--- config.mk ---
export PLATFORM = sky130hd
export DESIGN_NAME = slot_resolver
export DESIGN_NICKNAME = d
export VERILOG_FILES = /design/src/rtl/slot_res_pkg.sv /design/src/rtl/slot_key_cmp.sv /design/src/rtl/low_pick.sv /design/src/rtl/slot_resolver.sv
export SDC_FILE = /design/constraint.sdc
export NUM_CORES = 1
export LEC_CHECK = 0
export CORE_AREA = 2 2 131 133
export DETAILED_ROUTE_END_ITERATION = 6
export DIE_AREA = 0 0 133 135
export GPL_TIMING_DRIVEN = 0
export SETUP_SLACK_MARGIN = 0.05
export SLEW_MARGIN = 25
export SYNTH_ARGS = -nofsm -noshare
export SYNTH_HDL_FRONTEND = slang
export SYNTH_HIERARCHICAL = 1
export SYNTH_SLANG_ARGS = --single-unit
--- constraint.sdc ---
create_clock -name clk -period 5 [get_ports clk]
set_clock_uncertainty 0.2 [all_clocks]
set_input_delay 0.5 -clock clk [delete_from_list [all_inputs] [get_ports clk]]
set_output_delay 0.5 -clock clk [all_outputs]
set_load 0.02 [all_outputs]
--- src/rtl/slot_res_pkg.sv ---
package slot_res_pkg;

    typedef enum logic {
        OP_SEARCH = 1'b0,
        OP_INSERT = 1'b1
    } op_e;

    function automatic int idx_width(input int n);
        return (n > 1) ? $clog2(n) : 1;
    endfunction

endpackage

--- src/rtl/slot_key_cmp.sv ---
module slot_key_cmp #(
    parameter int NSLOT = 4,
    parameter int KEY_W = 32
) (
    input  logic [NSLOT*KEY_W-1:0] keys,
    input  logic [NSLOT-1:0]       valid,
    input  logic [KEY_W-1:0]       probe,
    output logic [NSLOT-1:0]       match
);
    for (genvar g = 0; g < NSLOT; g++) begin : g_cmp
        assign match[g] = valid[g] && (keys[g*KEY_W +: KEY_W] == probe);
    end
endmodule

--- src/rtl/low_pick.sv ---
module low_pick #(
    parameter int N  = 4,
    parameter int IW = 2
) (
    input  logic [N-1:0]  req,
    output logic          any,
    output logic [IW-1:0] idx
);
    always_comb begin
        any = 1'b0;
        idx = '0;
        for (int i = N - 1; i >= 0; i--) begin
            if (req[i]) begin
                any = 1'b1;
                idx = IW'(i);
            end
        end
    end
endmodule

--- src/rtl/slot_resolver.sv ---
module slot_resolver
    import slot_res_pkg::*;
#(
    parameter int NSLOT = 4,
    parameter int KEY_W = 32,
    parameter int VAL_W = 32,
    localparam int IDX_W = idx_width(NSLOT)
) (
    input  logic                   clk,
    input  logic                   rst,
    input  logic                   q_valid,
    input  logic                   q_op,
    input  logic [KEY_W-1:0]       q_key,
    input  logic [NSLOT*KEY_W-1:0] ent_keys,
    input  logic [NSLOT*VAL_W-1:0] ent_vals,
    input  logic [NSLOT-1:0]       ent_valid,
    output logic                   res_valid,
    output logic                   res_hit,
    output logic [IDX_W-1:0]       res_hit_slot,
    output logic [VAL_W-1:0]       res_hit_val,
    output logic [IDX_W-1:0]       res_ins_slot,
    output logic                   res_ins_ok,
    output logic                   res_full
);
    typedef struct packed {
        logic             valid;
        logic             hit;
        logic [IDX_W-1:0] hit_slot;
        logic [VAL_W-1:0] hit_val;
        logic [IDX_W-1:0] ins_slot;
        logic             ins_ok;
        logic             full;
    } result_t;

    logic [NSLOT-1:0] match;
    logic [NSLOT-1:0] free_mask;
    logic             any_match, any_free;
    logic [IDX_W-1:0] match_idx, free_idx;
    op_e              op;
    result_t          nxt, cur;

    assign op        = op_e'(q_op);
    assign free_mask = ~ent_valid;

    slot_key_cmp #(.NSLOT(NSLOT), .KEY_W(KEY_W)) u_cmp (
        .keys  (ent_keys),
        .valid (ent_valid),
        .probe (q_key),
        .match (match)
    );

    low_pick #(.N(NSLOT), .IW(IDX_W)) u_hit_pick (
        .req (match),
        .any (any_match),
        .idx (match_idx)
    );

    low_pick #(.N(NSLOT), .IW(IDX_W)) u_free_pick (
        .req (free_mask),
        .any (any_free),
        .idx (free_idx)
    );

    always_comb begin
        nxt          = '0;
        nxt.valid    = 1'b1;
        nxt.hit      = any_match;
        nxt.hit_slot = any_match ? match_idx : '0;
        nxt.hit_val  = any_match ? ent_vals[int'(match_idx)*VAL_W +: VAL_W] : '0;
        if (op == OP_INSERT && !any_match) begin
            nxt.ins_ok   = any_free;
            nxt.ins_slot = any_free ? free_idx : '0;
            nxt.full     = !any_free;
        end
    end

    always_ff @(posedge clk) begin
        if (rst) begin
            cur <= '0;
        end else if (q_valid) begin
            cur <= nxt;
        end else begin
            cur <= '0;
        end
    end

    assign res_valid    = cur.valid;
    assign res_hit      = cur.hit;
    assign res_hit_slot = cur.hit_slot;
    assign res_hit_val  = cur.hit_val;
    assign res_ins_slot = cur.ins_slot;
    assign res_ins_ok   = cur.ins_ok;
    assign res_full     = cur.full;
endmodule

After elaboration in Yosys (flattened, before gate mapping)
Cells that the tools add are included.
{ "op_classes": {"add_sub_neg": 0, "n_mul": 0, "n_div": 0, "n_lt_le_gt_ge": 0, "eq_ne": 4, "n_shift": 1, "n_mux": 21, "bitwise_logic": 5, "n_reduce_logical": 12} }
{ "op_table": {"columns": ["operator", "n"], "rows": [
  ["$eq 32x32->1", 4],
  ["$shiftx 128x8->32", 1],
  ["$mux 40", 1],
  ["$mux 32", 1],
  ["$mux 2", 10],
  ["$mux 1", 8],
  ["$reduce_or 3->1", 2],
  ["$reduce_or 6->1", 1],
  ["$logic_and 1x1->1", 5],
  ["$reduce_or 5->1", 1],
  ["$mux 4", 1],
  ["$not 1->1", 4],
  ["$not 4->4", 1],
  ["$logic_not 1->1", 2],
  ["$reduce_or 2->1", 1]
]} }
{ "totals": {"register_bits": 40, "latchBits": 0, "ram_bits": 0, "romBits": 0, "in_bits": 296, "out_inout_bits": 40, "elab_cells": 51, "mem_count": 0} }

Logic depth before layout (Yosys ltp)
Gate-level depths: netlist (run 1).
{ "logic_depth": {"depth_word": 10, "mapped_depth": 10, "ltp_nobuf": 8} }

Cells and area by module
Netlist (run 1), hierarchy kept.
{ "by_module_without_submodules": {"columns": ["module", "n_inst", "cells_per_inst", "area_each_um2", "seq_area_each_um2"], "rows": [
  ["slot_resolver", 1, 165, 1874.3, 800.8],
  ["slot_key_cmp", 1, 176, 1421.4, 0.0],
  ["low_pick", 2, 7, 35.0, 0.0]
]} }

Worst setup path after synthesis (run 1)
No wires, ideal clock.
{ "synth_path": {"path_type": "input to register", "start": "input q_key[27]", "end": "register cur, in the netlist res_hit_val[0]", "setup_ns": 0.123, "arrival_time_ns": 2.129, "t_required_ns": 4.677, "path_slack_ns": 2.548, "cell_stages": 10, "path_buffers": 2, "cell_sequence": "xor2_1 -> nor4_1 -> nand4_1 -> nor3_2 -> nor2_1 -> nor3_1 -> buf_6 -> buf_8 -> mux2i_1 -> o22ai_1"} }
{ "synth_between": {"word_cells_on_any_way": 19, "classes_between": "4 x eq/ne; 1 x shift; 8 x mux; 1 x bitwise; 5 x reduce/logical"} }
{ "synth_lines": {"columns": ["element", "line", "source"], "rows": [
  ["start: declaration", "slot_resolver.sv:13", "input logic [KEY_W-1:0] q_key,"],
  ["$eq 32x32->1", "slot_key_cmp.sv:11", "assign match[g] = valid[g] && (keys[g*KEY_W +: KEY_W] == probe);"],
  ["$logic_and 1x1->1", "slot_key_cmp.sv:11", null],
  ["named net match[3]", "slot_resolver.sv:35", "logic [NSLOT-1:0] match;"],
  ["$mux 2 (4 in series)", "low_pick.sv:13", "if (req[i]) begin"],
  ["named net match_idx[1]", "slot_resolver.sv:38", "logic [IDX_W-1:0] match_idx, free_idx;"],
  ["$shiftx 128x8->32", "slot_resolver.sv:69", "nxt.hit_val = any_match ? ent_vals[int'(match_idx)*VAL_W +: VAL_W] : '0;"],
  ["end signal: assignment", "slot_resolver.sv:81", "cur <= nxt;"],
  ["end: declaration", "slot_resolver.sv:40", "result_t nxt, cur;"]
]} }
The timed path passes the listed nets, and every way through them passes these cells.
A chain may end at the register's enable or synchronous reset.

Worst setup path in the final report (run 1)
{ "layout_path": {"start": "input q_key[1]", "end": "register cur, in the netlist res_hit_val[8]"} }
{ "layout_between": {"word_cells_on_any_way": 19, "classes_between": "4 x eq/ne; 1 x shift; 8 x mux; 1 x bitwise; 5 x reduce/logical"} }
{ "layout_lines": {"columns": ["element", "line", "source"], "rows": [
  ["$eq 32x32->1", "slot_key_cmp.sv:11", null],
  ["$logic_and 1x1->1", "slot_key_cmp.sv:11", null],
  ["named net match[0]", "slot_resolver.sv:35", null],
  ["$mux 1", "low_pick.sv:13", null],
  ["named net any_match", "slot_resolver.sv:37", "logic any_match, any_free;"],
  ["$not 1->1 (no line)", null, null],
  ["$reduce_or 3->1 (no line)", null, null]
]} }
The timed path passes the listed nets, and every way through them passes these cells.

==> flow_metrics.tcl, run 1 <==
set metrics [dict create \
    outcome "finished clean" \
    clkSlewWorstSetupHoldPaths_ns 0.05 \
    yosysSeqAreaShare_pct 23.8 \
    final-hold-violation-count 0 \
    async_flop_share_pct 0 \
    crit_fanout 10 \
    routed-wl-met3_um 1420 \
    routed_wirelength_um 17200 \
    die_area_um2 18000 \
    maxCapViolCount 0 \
    diodes 0 \
    wire_per_inst_um 18.8 \
    fillers 1536 \
    synthMostInstantiatedCell "xor2_1" \
    yosys-top-cells-area "xor2_1 (32%), dfxtp_1 (24%), mux2i_1 (19%), o22ai_1 (5.9%), nor4_1 (5.2%)" \
    viasPerCell 4.28 \
    synth-edff-count 0 \
    cts_setup_buffers 0 \
    grt_start_max_net_pins 12 \
    rsz0062_at_grt "false" \
    setup_viol 0 \
    end_kind "register" \
    vias 3929 \
    overflow 0 \
    cts_resized 0 \
    multiInputGateArea_um2 2400 \
    fmax_mhz 282 \
    power_density_nw_per_um2 144 \
    place_hpwl_um 15300 \
    cts-root-buf "clkbuf_16" \
    topRoutingLayerUsed "met4" \
    ys_warn_count 6 \
    die_h_um 135 \
    clock_sinks 40 \
    track_usage_pct 18.6 \
    slew_violations 0 \
    drive_above_1_share_pct 4.01 \
    ys.flop_type "dfxtp_1" \
    core-area_um2 16400 \
    arrival_ns 3.54 \
    postSynthCellCount 355 \
    ir_drop_uv 134 \
    antenna_found_initial 0 \
    synth_top_area_share_pct 32.3 \
    grt_pass1_wl_um 25200 \
    syn_area_per_cell_um2 9.48 \
    register_area_um2 801 \
    fin_setup_tns_ns 0 \
    syn_nets 651 \
    grt_pass1_vias 4353 \
    critPathKind "in -> reg" \
    io_pins 336 \
    cp-start-kind "input pin" \
    dr.pass1.iters 4 \
    dr_wl_met2_um 9000 \
    ys_seq_elements 40 \
    yosys.area.top_type "xor2_1" \
    whs_ns 0.673 \
    cts_tree "built" \
    postCtsHoldBufs 0 \
    finalInstanceArea_um2 7140 \
    initial_core_util_pct 20.5 \
    antenna_left 0 \
    drc 0 \
    tightest_slew_ns 0.573 \
    nNetsFinal 993 \
    wl_met1_um 6300 \
    place_area_um2 6990 \
    drt_iter0_markers 73 \
    placed_cells 910 \
    period_needed_ns 3.55 \
    slew_headroom_pct 61.5 \
    synthTopCellsByCount "xor2_1 (124), mux2i_1 (64), dfxtp_1 (40)" \
    leakagePower_nw 2.55 \
    synth.distinct_cells 28 \
    hold_path.class "in -> reg" \
    area_growth_pct 112 \
    htreeDepth 2 \
    fin_cells 918 \
    clockBufferDepth 2 \
    rows 47 \
    worstPathRequired_ns 4.99 \
    port_buffers 335 \
    die_w_um 133 \
    syn-cell-area_um2 3370 \
    post-route-period-util_pct 71.0 \
    routabilityCongestion 0.911 \
    cts_buffers 5 \
]
[layout make-up]
cell class                      instances  share of cell area (%)
Clock buffer                            8                    2.05
Timing Repair Buffer                  335                    47.0
Inverter                                7                   0.368
Sequential cell                        40                    11.2
Tap cell                              220                    3.85
Buffer                                 14                    1.91
Multi-Input combinational cell        294                    33.6
[critical path, stage by stage]
cell and delay [ns]:
clkdlybuf4s50_1 0.62, xor2_1 0.25, nor4_1 0.55, nand4_1 0.18, nor3_2 0.34, nor2_1 0.09
nand2_1 0.17, nand4b_1 0.34, buf_2 0.31, o22ai_1 0.18
[report_power, final]
part / internal, mW / switching [mW]
Sequential: 0.320 / 0.000304
Clock: 0.199 / 0.120
Combinational: 0.262 / 0.129
[registers in the layout (all words and copies together), names as in the netlist]
register and count:
res_ins_ok 1, res_full 1, res_hit 1, res_hit_val 32
res_ins_slot 2, res_valid 1, res_hit_slot 2
[per-stage QoR]
| stage | util [%] | power, mW | setup WS [ns] |
|---|---|---|---|
| 6_report | 43.5 | 1.03 | 1.45 |
| 5_1_grt | 43.5 | 1.08 | 1.26 |
| 4_1_cts | 43.5 | 1.05 | 1.43 |
| 3_5_place_dp | 42.6 | 0.719 | 1.13 |
| 3_3_place_gp | 42.6 | 0.717 | 1.10 |
| 2_1_floorplan | - | 0.423 | 2.55 |
[routing by layer]
layer | track usage, % | vias up
met5 | 0 | -
met4 | 7.11 | 0
met1 | 19.2 | 1726
met2 | 35.9 | 225
met3 | 4.77 | 24
li1 | - | 1954
[cells by family after synthesis]
group | after synthesis | synth area share (%)
muxes | 64 | 19.0
DFF | 40 | 23.8
AOI/OAI and AO/OA | 34 | 6.47
buffers and inverters | 21 | 4.83
xor gates and xnor gates | 128 | 33.3
and+or+nand+nor | 68 | 12.6
[final timing paths]
path              slack, ns          from                         end  cells past startpoint
setup / recovery       1.45      q_key[1]   res_hit_val[8]$_SDFF_PP0_                     10
hold / removal         0.67  ent_vals[15]  res_hit_val[15]$_SDFF_PP0_                      3
[cells in the final DEF (no fill, tap or decap), drive strengths merged]
cell,synthesis,final
a21oi,2,2
and2,2,2
and2b,1,1
and3,3,3
and4bb,1,1
buf,13,13
clkbuf,1,9
clkdlybuf4s50,0,335
dfxtp,40,40
inv,7,7
mux2i,64,64
nand2,2,2
nand2b,2,2
nand3,8,8
nand4,4,4
nand4b,1,1
nand4bb,1,1
nor2,4,4
nor2b,1,1
nor3,10,10
nor4,28,28
o22ai,32,32
xnor2,4,4
xor2,124,124
No activity file was read; power rests on OpenSTA's default activity.
==> run 2, diff against run 1 <==
Settings changed: CORE_AREA 2 2 131 133 to 2 2 129 131, DIE_AREA 0 0 133 135 to 0 0 131 133.
Clock period 5 ns to 3.05 ns, I/O delays scaled along.
==> run 2 against run 1 <==
Clock power up 99%. Highest routed layer unchanged. Final area grew 2.7%. Critical path depth increased by 1. Power up 76%. Global-route usage is 0.12 points higher. Core utilization grew 1.8 points.
==> flow_metrics.tcl, run 2 (same netlist as run 1, synthesis figures left out) <==
set metrics [dict create \
    critPathKind "in -> reg" \
    clkSlewWorstSetupHoldPaths_ns 0.06 \
    finalInstanceArea_um2 7330 \
    die_h_um 133 \
    vias 4018 \
    fin_setup_tns_ns 0 \
    area_growth_pct 118 \
    largest_register_ffs 32 \
    antenna_left 0 \
    crit_fanout 10 \
    place_area_um2 6990 \
    nNetsFinal 1000 \
    viasPerCell 4.34 \
    clockBufferDepth 2 \
    comb_power_share_pct 36.2 \
    drt_iter0_markers 115 \
    slew_violations 0 \
    grt_pass1_vias 4413 \
    whs_ns 0.488 \
    drc 0 \
    tightest_slew_ns 0.465 \
    io_pins 336 \
    drive_above_1_share_pct 7.38 \
    switching_share_pct 24.0 \
    wire_per_inst_um 18.9 \
    cts_tree "built" \
    arrival_ns 2.80 \
    final_cell_mix "clkdlybuf4s50_1 (311), xor2_1 (124), mux2i_1 (63)" \
    final-hold-violation-count 0 \
    die_area_um2 17400 \
    hold_path.class "in -> reg" \
    core-area_um2 16200 \
    place_hpwl_um 15400 \
    hp-start "ent_vals[74]" \
    clock_sinks 40 \
    p_clk_share_pct 34.9 \
    setup_viol 0 \
    rows 47 \
    grt_pass1_wl_um 24100 \
    port_buffers 335 \
    crit_path_start "ent_keys[75]" \
    fmax_mhz 352 \
    power_density_nw_per_um2 248 \
    power_frac_seq_pct 28.9 \
    post-route-util_pct 45.3 \
    crit_end "res_hit_val[22]$_SDFF_PP0_" \
    grt_start_max_net_pins 13 \
    internal_power_mw 1.38 \
    outcome "finished clean" \
    period_needed_ns 2.84 \
    final_common_cell "clkdlybuf4s50_1" \
    track_usage_pct 18.7 \
    ir_drop_uv 229 \
    worstPathRequired_ns 3.01 \
    fillers 1548 \
    routed_wirelength_um 17500 \
    routabilityCongestion 0.987 \
    initial_core_util_pct 20.8 \
    overflow 0 \
    postCtsHoldBufs 0 \
    cp-start-kind "input pin" \
    die_w_um 131 \
    slew_headroom_pct 69.0 \
    rsz0062_at_grt "true" \
    maxCapViolCount 0 \
    dr.pass1.iters 4 \
    post-route-period-util_pct 93.3 \
    antenna_found_initial 1 \
    power_switching_mw 0.436 \
    htreeDepth 2 \
    power.total_mw 1.82 \
    cts-root-buf "clkbuf_16" \
    end_kind "register" \
    leakagePower_nw 2.73 \
    cts_buffers 5 \
]
-- run 2: cell count changes in the layout (fill, tap and decap cells not counted), sizes merged --
cell / change
dlymetal6s2s: +7
dlygate4sd2: +17
buf: +4
bufinv: +1
diode: +1
clkbuf: +2
clkdlybuf4s50: -24
-- run 2: area by class of cell --
type                       count  area [um^2]  area share (%)
antenna                        1         2.50          0.0341
buffer                        14          144            1.96
clock buffer                   7          153            2.08
clock inverter                 1         30.0           0.410
inverter                       7         26.3           0.358
multi-input combinational    294         2500            34.1
sequential                    40          801            10.9
tap                          220          275            3.75
timing repair buffer         342         3400            46.4
-- run 2: metrics by stage --
| stage | instances | setup slack, ns |
|---|---|---|
| finish | 926 | 0.205 |
| global placement | 910 | -0.773 |
| CTS | 921 | 0.0401 |
| detailed placement | 910 | -0.749 |
| global route | 926 | 0.0442 |
| floorplan | 355 | 0.793 |
-- run 2: how the worst min path moves through the flow --
stage                            endpoint  slack, ns  cells after the start
2_1_floorplan        res_valid$_SDFF_PP0_       0.26                      1
3_3_place_gp   res_hit_val[10]$_SDFF_PP0_       0.76                      3
3_5_place_dp   res_hit_val[15]$_SDFF_PP0_       0.78                      3
4_1_cts        res_hit_val[10]$_SDFF_PP0_       0.48                      3
5_1_grt        res_hit_val[21]$_SDFF_PP0_       0.50                      3
6_report       res_hit_val[10]$_SDFF_PP0_       0.49                      3
-- run 2: critical path, stage by stage --
cell             delay [ns]
clkdlybuf4s50_1        0.44
xor2_1                 0.16
nor4_2                 0.42
nand4_1                0.20
nor3_2                 0.23
nor2_1                 0.09
nor3_2                 0.20
buf_6                  0.21
buf_8                  0.17
mux2i_1                0.24
o22ai_1                0.12
-- run 2: routing by layer --
metal / global-route usage (%) / vias to the layer above / wire length (um)
met5: 0 / - / 0
met4: 7.98 / 0 / 605
met1: 18.5 / 1778 / 6130
met2: 36.3 / 237 / 9150
met3: 4.21 / 31 / 1630
li1: - / 1972 / -
-- run 2: power groups by stage --
stage	registers (mW)	clock network (mW)	logic [mW]
global placement	0.536	0	0.646
floorplan	0.538	0	0.155
detailed placement	0.536	0	0.649
global route	0.525	0.662	0.697
finish	0.525	0.634	0.658
CTS	0.525	0.648	0.656
-- run 2: what timing repair did --
| action | in CTS | in global routing |
|---|---|---|
| gates resized for setup | 29 | 14 |
| endpoints found under the setup margin | 38 | 32 |
| cloned | 0 | 0 |
| pin swaps | 10 | 6 |
| setup buffers | 3 | 4 |
